`config.mk`:
```
export PLATFORM = sky130hd
export DESIGN_NAME = mode_barrel_shifter
export DESIGN_NICKNAME = d
export VERILOG_FILES = /design/src/rtl/bshift_pkg.sv /design/src/rtl/bshift_reverse.sv /design/src/rtl/bshift_stage.sv /design/src/rtl/bshift_core.sv /design/src/rtl/mode_barrel_shifter.sv
export SDC_FILE = /design/constraint.sdc
export NUM_CORES = 1
export LEC_CHECK = 0
export CAP_MARGIN = 20
export CORE_UTILIZATION = 51
export DETAILED_ROUTE_END_ITERATION = 12
export PLACE_DENSITY = 0.9
export SLEW_MARGIN = 20
export SYNTH_ARGS = -nofsm -noshare
export SYNTH_HDL_FRONTEND = slang
export SYNTH_SLANG_ARGS = --single-unit
```
`constraint.sdc`:
```
create_clock -name clk -period 2.58 [get_ports clk]
set_input_delay 0.516 -clock clk [delete_from_list [all_inputs] [get_ports clk]]
set_output_delay 0.516 -clock clk [all_outputs]
set_load 0.02 [all_outputs]
```
`src/rtl/bshift_pkg.sv`:
```
package bshift_pkg;

  typedef enum logic [1:0] {
    MODE_LOGIC  = 2'b00,
    MODE_ARITH  = 2'b01,
    MODE_ROTATE = 2'b10,
    MODE_SPARE  = 2'b11
  } bshift_mode_e;

  localparam logic DIR_RIGHT = 1'b0;
  localparam logic DIR_LEFT  = 1'b1;

endpackage

```
`src/rtl/bshift_reverse.sv`:
```
module bshift_reverse #(
  parameter int W = 8
) (
  input  logic [W-1:0] d,
  output logic [W-1:0] q
);

  for (genvar i = 0; i < W; i++) begin : g_bit
    assign q[i] = d[W-1-i];
  end

endmodule

```
`src/rtl/bshift_stage.sv`:
```
module bshift_stage #(
  parameter int W    = 8,
  parameter int DIST = 1
) (
  input  logic [W-1:0] d,
  input  logic         sel,
  input  logic         fill,
  input  logic         rot,
  output logic [W-1:0] q
);

  logic [W-1:0] moved;

  always_comb begin
    if (rot) moved = {d[DIST-1:0], d[W-1:DIST]};
    else     moved = {{DIST{fill}}, d[W-1:DIST]};
    q = sel ? moved : d;
  end

endmodule

```
`src/rtl/bshift_core.sv`:
```
module bshift_core
  import bshift_pkg::*;
#(
  parameter int W  = 8,
  parameter int AW = $clog2(W)
) (
  input  logic          en,
  input  logic [W-1:0]  data,
  input  logic [AW-1:0] amt,
  input  logic          dir,
  input  logic [1:0]    mode,
  output logic [W-1:0]  res
);

  bshift_mode_e mode_e;
  logic         fill_bit;
  logic         rot;
  logic [W-1:0] data_rev;
  logic [W-1:0] net_out_rev;
  logic [W-1:0] chain [0:AW];

  always_comb begin
    mode_e   = bshift_mode_e'(mode);
    rot      = (mode_e == MODE_ROTATE);
    fill_bit = (mode_e == MODE_ARITH) && (dir == DIR_RIGHT) && data[W-1];
  end

  bshift_reverse #(.W(W)) u_rev_in  (.d(data),      .q(data_rev));
  bshift_reverse #(.W(W)) u_rev_out (.d(chain[AW]), .q(net_out_rev));

  assign chain[0] = (dir == DIR_LEFT) ? data_rev : data;

  for (genvar k = 0; k < AW; k++) begin : g_stage
    bshift_stage #(.W(W), .DIST(1 << k)) u_stage (
      .d    (chain[k]),
      .sel  (amt[k]),
      .fill (fill_bit),
      .rot  (rot),
      .q    (chain[k+1])
    );
  end

  always_comb begin
    if (!en)                  res = '0;
    else if (dir == DIR_LEFT) res = net_out_rev;
    else                      res = chain[AW];
  end

endmodule

```
`src/rtl/mode_barrel_shifter.sv`:
```
module mode_barrel_shifter #(
  parameter int W = 8
) (
  input  logic                 clk,
  input  logic                 rst,
  input  logic                 en_i,
  input  logic [W-1:0]         data_i,
  input  logic [$clog2(W)-1:0] amt_i,
  input  logic                 dir_i,
  input  logic [1:0]           mode_i,
  output logic [W-1:0]         data_o
);

  localparam int AW = $clog2(W);

  logic [W-1:0] core_res;

  bshift_core #(.W(W), .AW(AW)) u_core (
    .en   (en_i),
    .data (data_i),
    .amt  (amt_i),
    .dir  (dir_i),
    .mode (mode_i),
    .res  (core_res)
  );

  always_ff @(posedge clk) begin
    if (rst) data_o <= '0;
    else     data_o <= core_res;
  end

endmodule

```
# Word level (Yosys, flattened, before mapping)
# Index checks and enable logic that the tools add are counted.
dict set report classes {
  n_eq_ne 2
  muxes 8
  bitwise_logic 2
  n_reduce_logical 3
}
# operator count
set op_table {}
lappend op_table {{2-to-1 mux 8 bit} 8}
lappend op_table {{== test 2 x 1 -> 1 bit, second input constant} 1}
lappend op_table {{== test 2 bit, second input constant} 1}
lappend op_table {{logical AND 1 bit} 2}
lappend op_table {{inverter 1 bit} 2}
lappend op_table {{OR reduction 2 bit} 1}
dict set report word_totals {
  register_bits 8
  inputBits 17
}

# Depth between registers and ports, before layout
# Gate-level depths: netlist (run 1).
dict set report depth {
  word_depth 10
  depth_mapped 7
  mapped_depth_nobuf 5
}

# Cells and area by module
# From an unflattened synthesis (run 1), not the netlist that was laid out.
dict set report hier_totals {
  hier_cells 103
  area_unflattened_um2 1044.8
}
# mod n_inst cells_per_inst area_each_um2
set modules_own_cells {}
lappend modules_own_cells {bshift_core 1 29 296.5}
lappend modules_own_cells {mode_barrel_shifter 1 16 210.2}
lappend modules_own_cells {{bshift_stage (u_core.g_stage[2].u_stage)} 1 18 143.9}
lappend modules_own_cells {{bshift_stage (u_core.g_stage[1].u_stage)} 1 13 138.9}
lappend modules_own_cells {{bshift_stage (u_core.g_stage[0].u_stage)} 1 11 135.1}
lappend modules_own_cells {bshift_reverse 2 8 60.1}

# Least setup slack after synthesis (run 1)
# OpenSTA, ideal clock, no wires.
dict set report synth_timing {
  path_kind {input -> register}
  from {input amt_i[1]}
  to {register data_o[3]}
  t_arrival_ps 1666
  slack_ps 789
  stages 5
  n_path_buf 1
  cell_sequence {buf_6 > mux4_1 > mux2_2 > o22ai_2 > o22ai_1}
}
dict set report synth_between {
  elab_chain_cells 4
}
# element line
set synth_lines {}
lappend synth_lines {{start: declaration} mode_barrel_shifter.sv:8} ;# input logic [$clog2(W)-1:0] amt_i,
lappend synth_lines {{2-to-1 mux 8 bit (*)} bshift_stage.sv:17} ;# q = sel ? moved : d;
lappend synth_lines {{2-to-1 mux 8 bit} bshift_stage.sv:15} ;# if (rot) moved = {d[DIST-1:0], d[W-1:DIST]};
lappend synth_lines {{2-to-1 mux 8 bit (*)} bshift_stage.sv:17}
lappend synth_lines {{2-to-1 mux 8 bit (*)} bshift_core.sv:45} ;# else if (dir == DIR_LEFT) res = net_out_rev;
lappend synth_lines {{end signal: assignment} mode_barrel_shifter.sv:29} ;# else data_o <= core_res;
lappend synth_lines {{end: declaration} mode_barrel_shifter.sv:11} ;# output logic [W-1:0] data_o
# Mark *: on every way between the ends. The rest lies on a longest branch, timed or not.
# A chain may end at the register's enable or synchronous reset.

# Final worst setup path (run 1)
dict set report layout_timing {
  from {input dir_i}
  to {register data_o[6]}
}
dict set report layout_between {
  elab_chain_cells 10
  elab_cells_between_ends 11
}
# element line
set layout_lines {}
lappend layout_lines {{start: declaration} mode_barrel_shifter.sv:9} ;# input logic dir_i,
lappend layout_lines {{inverter 1 bit} bshift_core.sv:25} ;# fill_bit = (mode_e == MODE_ARITH) && (dir == DIR_RIGHT) && data[W-1];
lappend layout_lines {{logical AND 1 bit (2 in series)} bshift_core.sv:25}
lappend layout_lines {{2-to-1 mux 8 bit} bshift_stage.sv:15}
lappend layout_lines {{2-to-1 mux 8 bit} bshift_stage.sv:17}
lappend layout_lines {{2-to-1 mux 8 bit} bshift_stage.sv:15}
lappend layout_lines {{2-to-1 mux 8 bit} bshift_stage.sv:17}
lappend layout_lines {{2-to-1 mux 8 bit} bshift_stage.sv:15}
lappend layout_lines {{2-to-1 mux 8 bit} bshift_stage.sv:17}
lappend layout_lines {{2-to-1 mux 8 bit (*)} bshift_core.sv:45}
# Marks and branches as above.

==> results.sh, run 1 <==
export IMPL_cts_resized=0
export IMPL_clock_sink_count=8
export IMPL_postLayoutSetupSlackWorst_ns=0.2678
export IMPL_detail_route_wl_per_cell_um=15.44
export IMPL_critical_path_peak_fanout=5
export IMPL_placementRows=15
export IMPL_first_global_vias=870
export IMPL_finalHoldViolCount=0
export IMPL_mappedNetlistNets=117
export IMPL_layout_area_seq_um2=160.2
export IMPL_grt_setup_unrepaired="false"
export IMPL_critical_path_arrival_ns=2.44
export IMPL_worst_slew_pin_transition_ns=0.6324
export IMPL_io_buffers=24
export IMPL_initial_core_utilization_pct=53.91
export IMPL_finalNonFillerCells=153
export IMPL_multiInputGateArea_um2=696.9
export IMPL_max_cap_viol_count=0
export IMPL_drc=0
export IMPL_diodes=0
export IMPL_setup_worst_path_end_class="flip-flop"
export IMPL_synth_cell_types=39
export IMPL_ff_latch_count_synth=8
export IMPL_most_common_cell_after_layout_fill_and_taps_aside="sky130_fd_sc_hd__clkdlybuf4s50_1"
export IMPL_largest_register="data_o"
export IMPL_timing_final_crit_period_ns=2.312
export IMPL_dpl_hpwl_mm=1.916
export IMPL_p_leak_nw=0.4605
export IMPL_num_io_pins=25
export IMPL_fin_hold_ws_ns=0.9930
export IMPL_syn_instance_count=100
export IMPL_die_h_um=44.73
export IMPL_vias=990
export IMPL_wirelength_mm=2.362
export IMPL_maxSlewViolCount=0
export IMPL_critical_path_required_ns=2.70
export IMPL_syn2layout_area_growth_pct=31.72
export IMPL_grt_remaining_overflow=0
export IMPL_dieWidth_um=44.73
export IMPL_wire_length_of_the_first_global_routing_pass_mm=3.705
export IMPL_grt_max_degree=15
export IMPL_detail_route_iter0_violations=53
export IMPL_holdPathStages=4
export IMPL_mostFrequentLayoutCells="sky130_fd_sc_hd__clkdlybuf4s50_1, sky130_fd_sc_hd__nand2_1, sky130_fd_sc_hd__dfxtp_1, sky130_fd_sc_hd__buf_4, sky130_fd_sc_hd__o22ai_1"
export IMPL_cts_root_buffer_cell="sky130_fd_sc_hd__clkbuf_4"
export IMPL_async_reset_ff_share_pct=0
export IMPL_post_route_period_util_pct=89.62
export IMPL_crit_path_start_kind="input pin"
export IMPL_power_total_mw=0.4211
export IMPL_irDropWorstVdd_mv=0.1618
export IMPL_min_delay_path_class="input pin to flip-flop"
export IMPL_fillCellCount=135
export IMPL_clockBufferDepth=2
export IMPL_power_per_cell_area_nw_per_um2=343.4
export IMPL_post_synth_cell_area_avg_um2=9.309
export IMPL_viasPerCell=6.471
export IMPL_grt_use_total_pct=25.00
export IMPL_achievable_frequency_mhz=432.5
export IMPL_post_drt_antenna_nets=0
export IMPL_synth_area_um2=930.9
export IMPL_clkTransAtPathRegs_ns=0.05
export IMPL_largest_register_ffs=8
export IMPL_worstSetupPathType="input pin to flip-flop"
export IMPL_timing_setup_tns_ns=0
export IMPL_finish_instance_area_um2=1226
export IMPL_count_of_flip_flops_with_a_built_in_enable_after_synthesis=0
export IMPL_ctsHoldBuffers=0
export IMPL_status="complete, no violations"
export IMPL_cts_tree="built"
export IMPL_final_core_utilization_pct=71.01
export IMPL_layout_nets=147
export IMPL_ys_warnings_count=0
export IMPL_gp_congestion=0.8795
export IMPL_postPlaceCellArea_um2=1204
export IMPL_finalSetupViolCount=0
export IMPL_reg_top3="data_o: 8 flops"
export IMPL_dominantRegCellSynth="sky130_fd_sc_hd__dfxtp_1"
export IMPL_sequential_element_share_of_the_synthesized_area_pct=17.20
export IMPL_antenna_found_initial=0
export IMPL_postCtsSetupRepairBufs=0
export IMPL_cts_htree_levels=1
export IMPL_tritoncts_buffers=3
export IMPL_place_inst=150
export IMPL_place_worst_setup_slack_ns=0.05705
export IMPL_post_route_cells_drive_above_1_share_pct=19.53
export IMPL_design_die_area_um2=2000
export IMPL_relSlewSlack_pct=56.75
export IMPL_coreArea_um2=1727
export IMPL_detailedRoute_firstPassIterationCount=4
## kinds of logic after synthesis
| group | after synthesis | synth area share (%) |
|---|---|---|
| flip-flops | 8 | 17.20 |
| AND/OR/NAND/NOR | 33 | 19.49 |
| XOR/XNOR | 1 | 1.748 |
| multiplexers | 18 | 31.05 |
| AO/OA/AOI/OAI | 29 | 22.58 |
| buffers and inverters | 11 | 7.929 |
## power breakdown
part	total [mW]	switching, mW	internal, mW
clock	0.0953	0.0421	0.0532
combinational	0.193	0.0966	0.0960
sequential	0.133	0.00184	0.131
## synthesized netlist by cell type, types with 4 or more instances
master | n | area, um^2
sky130_fd_sc_hd__nand2_1 | 10 | 37.54
sky130_fd_sc_hd__dfxtp_1 | 8 | 160.2
sky130_fd_sc_hd__o22ai_1 | 7 | 43.79
sky130_fd_sc_hd__mux2i_1 | 6 | 60.06
sky130_fd_sc_hd__nor2_1 | 6 | 22.52
sky130_fd_sc_hd__a21oi_1 | 5 | 25.02
sky130_fd_sc_hd__mux2_2 | 5 | 56.30
sky130_fd_sc_hd__a211oi_1 | 4 | 30.03
sky130_fd_sc_hd__buf_6 | 4 | 45.04
sky130_fd_sc_hd__mux4_1 | 4 | 105.1
## critical path, cell delays in order
cell	delay, ns
sky130_fd_sc_hd__clkdlybuf4s50_1	0.59
sky130_fd_sc_hd__buf_4	0.20
sky130_fd_sc_hd__xor2_2	0.14
sky130_fd_sc_hd__mux2i_1	0.44
sky130_fd_sc_hd__a21oi_1	0.17
sky130_fd_sc_hd__mux2i_1	0.26
sky130_fd_sc_hd__o22ai_1	0.13
## final timing paths
check	startpoint	end	slack, ns
max	dir_i	data_o[6]	0.27
min	rst	data_o[5]	0.99
## layout make-up
| type | instances | area share, % |
|---|---|---|
| repair buffers | 32 | 24.49 |
| multi-input cells | 81 | 56.84 |
| inverters | 4 | 1.224 |
| well taps | 25 | 2.551 |
| flip-flops and latches | 8 | 13.06 |
| clock buffers | 3 | 1.837 |
## per-layer routing
metal	vias up	routed length (um)	GRT usage, %
met4	0	99	13.94
li1	454	-	-
met1	455	958	28.17
met3	14	177	4.000
met5	-	0	0
met2	67	1125	44.71
No activity file was read; power rests on OpenSTA's default activity.
==> run 2: changes to the inputs <==
--- a/config.mk
+++ b/config.mk
@@ -7,6 +7,7 @@
 export LEC_CHECK = 0
 export CAP_MARGIN = 20
 export CORE_UTILIZATION = 51
+export CTS_CLUSTER_DIAMETER = 60
 export DETAILED_ROUTE_END_ITERATION = 12
 export PLACE_DENSITY = 0.9
 export SLEW_MARGIN = 20
==> results of run 2 <==
The final DEF is identical to that of run 1; final timing and power are the same.
==> run 3: changes to the inputs <==
--- a/config.mk
+++ b/config.mk
@@ -6,6 +6,7 @@
 export NUM_CORES = 1
 export LEC_CHECK = 0
 export CAP_MARGIN = 20
+export CORE_MARGIN = 2
 export CORE_UTILIZATION = 51
 export CTS_CLUSTER_DIAMETER = 60
 export DETAILED_ROUTE_END_ITERATION = 12
==> run 3 against run 2 <==
Critical endpoint is now data_o[2]. Design area did not move. Highest routed layer unchanged. Largest cell class unchanged. Worst hold slack got worse by 0.0049 ns. Clock power fell by 2.8%. First-iteration DRC count fell by 45%. Wire length rose by 0.13%. Largest power group unchanged. Clock-buffer cell count did not move.
==> results.sh, run 3 (synthesis results as in run 1) <==
export IMPL_worstSetupPathType="input pin to flip-flop"
export IMPL_coreArea_um2=1727
export IMPL_p_leak_nw=0.4605
export IMPL_postCtsSetupRepairBufs=0
export IMPL_place_inst=150
export IMPL_clockBufferDepth=2
export IMPL_finalNonFillerCells=153
export IMPL_vias=965
export IMPL_grt_remaining_overflow=0
export IMPL_cts_resized=0
export IMPL_achievable_frequency_mhz=455.8
export IMPL_tritoncts_buffers=3
export IMPL_io_buffers=24
export IMPL_relSlewSlack_pct=61.44
export IMPL_fillCellCount=144
export IMPL_hold_path_startpoint="rst"
export IMPL_most_common_cell_after_layout_fill_and_taps_aside="sky130_fd_sc_hd__clkdlybuf4s50_1"
export IMPL_grt_setup_unrepaired="false"
export IMPL_antenna_found_initial=0
export IMPL_finalHoldViolCount=0
export IMPL_reg_top3="data_o: 8 flops"
export IMPL_layout_nets=147
export IMPL_cts_root_buffer_cell="sky130_fd_sc_hd__clkbuf_4"
export IMPL_clkTransAtPathRegs_ns=0.05
export IMPL_cts_tree="built"
export IMPL_clock_sink_count=8
export IMPL_detail_route_iter0_violations=29
export IMPL_placementRows=15
export IMPL_final_core_utilization_pct=71.01
export IMPL_post_drt_antenna_nets=0
export IMPL_drc=0
export IMPL_largest_register_ffs=8
export IMPL_maxSlewViolCount=0
export IMPL_wirelength_mm=2.365
export IMPL_initial_core_utilization_pct=53.91
export IMPL_grt_use_total_pct=24.40
export IMPL_postPlaceCellArea_um2=1204
export IMPL_largest_register="data_o"
export IMPL_power_per_cell_area_nw_per_um2=340.3
export IMPL_viasPerCell=6.307
export IMPL_holdPathEnd="data_o[5]"
export IMPL_status="complete, no violations"
export IMPL_ctsHoldBuffers=0
export IMPL_power_total_mw=0.4173
export IMPL_grt_max_degree=15
export IMPL_holdPathStages=4
export IMPL_max_cap_viol_count=0
export IMPL_crit_path_start_kind="input pin"
export IMPL_timing_setup_tns_ns=0
export IMPL_irDropWorstVdd_mv=0.1395
export IMPL_critical_path_required_ns=2.71
export IMPL_min_delay_path_class="input pin to flip-flop"
export IMPL_dieWidth_um=46.73
export IMPL_critical_path_arrival_ns=2.33
export IMPL_diodes=0
export IMPL_cts_htree_levels=1
export IMPL_critical_path_peak_fanout=5
export IMPL_post_route_period_util_pct=85.05
export IMPL_mostFrequentLayoutCells="sky130_fd_sc_hd__clkdlybuf4s50_1, sky130_fd_sc_hd__nand2_1, sky130_fd_sc_hd__dfxtp_1, sky130_fd_sc_hd__buf_4, sky130_fd_sc_hd__o22ai_1"
export IMPL_wire_length_of_the_first_global_routing_pass_mm=3.767
export IMPL_design_die_area_um2=2183
export IMPL_timing_final_crit_period_ns=2.194
export IMPL_worst_slew_pin_transition_ns=0.5638
export IMPL_die_h_um=46.73
export IMPL_finish_instance_area_um2=1226
export IMPL_syn2layout_area_growth_pct=31.72
export IMPL_detailedRoute_firstPassIterationCount=4
export IMPL_setup_worst_path_end_class="flip-flop"
export IMPL_gp_congestion=0.8594
export IMPL_dpl_hpwl_mm=1.926
export IMPL_detail_route_wl_per_cell_um=15.46
export IMPL_first_global_vias=898
export IMPL_post_route_cells_drive_above_1_share_pct=19.53
export IMPL_num_io_pins=25
export IMPL_finalSetupViolCount=0
-- run 3: per-layer routing --
metal,track usage (%),up-vias,share of wire (%)
met4,8.889,0,0.42
met3,2.353,2,7.2
met5,0,-,0
met2,47.78,57,52
met1,26.73,449,40
li1,-,457,-
-- run 3: cell type report --
class | count | area (um^2) | share of cell area, %
inverter | 4 | 15.01 | 1.224
sequential | 8 | 160.2 | 13.06
timing repair buffer | 32 | 300.3 | 24.49
tap | 25 | 31.28 | 2.551
multi-input combinational | 81 | 696.9 | 56.84
clock buffer | 3 | 22.52 | 1.837
-- run 3: stage by stage --
step | hold WS, ns | setup slack (ns)
floorplan | 0.7251 | 0.7892
global placement | 1.235 | 0.1890
detailed placement | 1.252 | 0.1409
CTS | 0.9867 | 0.4053
global route | 1.012 | 0.2768
finish | 0.9881 | 0.3858
-- run 3: worst max path at each step --
stage,slack (ns),from,endpoint,cells after the start
3_5_place_dp,0.14,amt_i[1],data_o[5],6
6_report,0.39,amt_i[1],data_o[2],6
3_3_place_gp,0.19,amt_i[1],data_o[5],6
4_1_cts,0.41,amt_i[1],data_o[5],6
2_1_floorplan,0.79,amt_i[1],data_o[3],5
5_1_grt,0.28,amt_i[1],data_o[2],6
-- run 3: report_power, final --
part / switching [mW] / internal (mW) / total [mW]
Sequential: 0.00165 / 0.131 / 0.133
Combinational: 0.0956 / 0.0960 / 0.192
Clock: 0.0396 / 0.0530 / 0.0926
Total: 0.137 / 0.280 / 0.417
-- run 3: critical path: stages --
cell and delay [ns]:
sky130_fd_sc_hd__clkdlybuf4s50_1 0.59, sky130_fd_sc_hd__mux4_1 0.59, sky130_fd_sc_hd__mux2i_1 0.23, sky130_fd_sc_hd__nor2_1 0.09, sky130_fd_sc_hd__o31ai_1 0.25, sky130_fd_sc_hd__a21oi_1 0.06
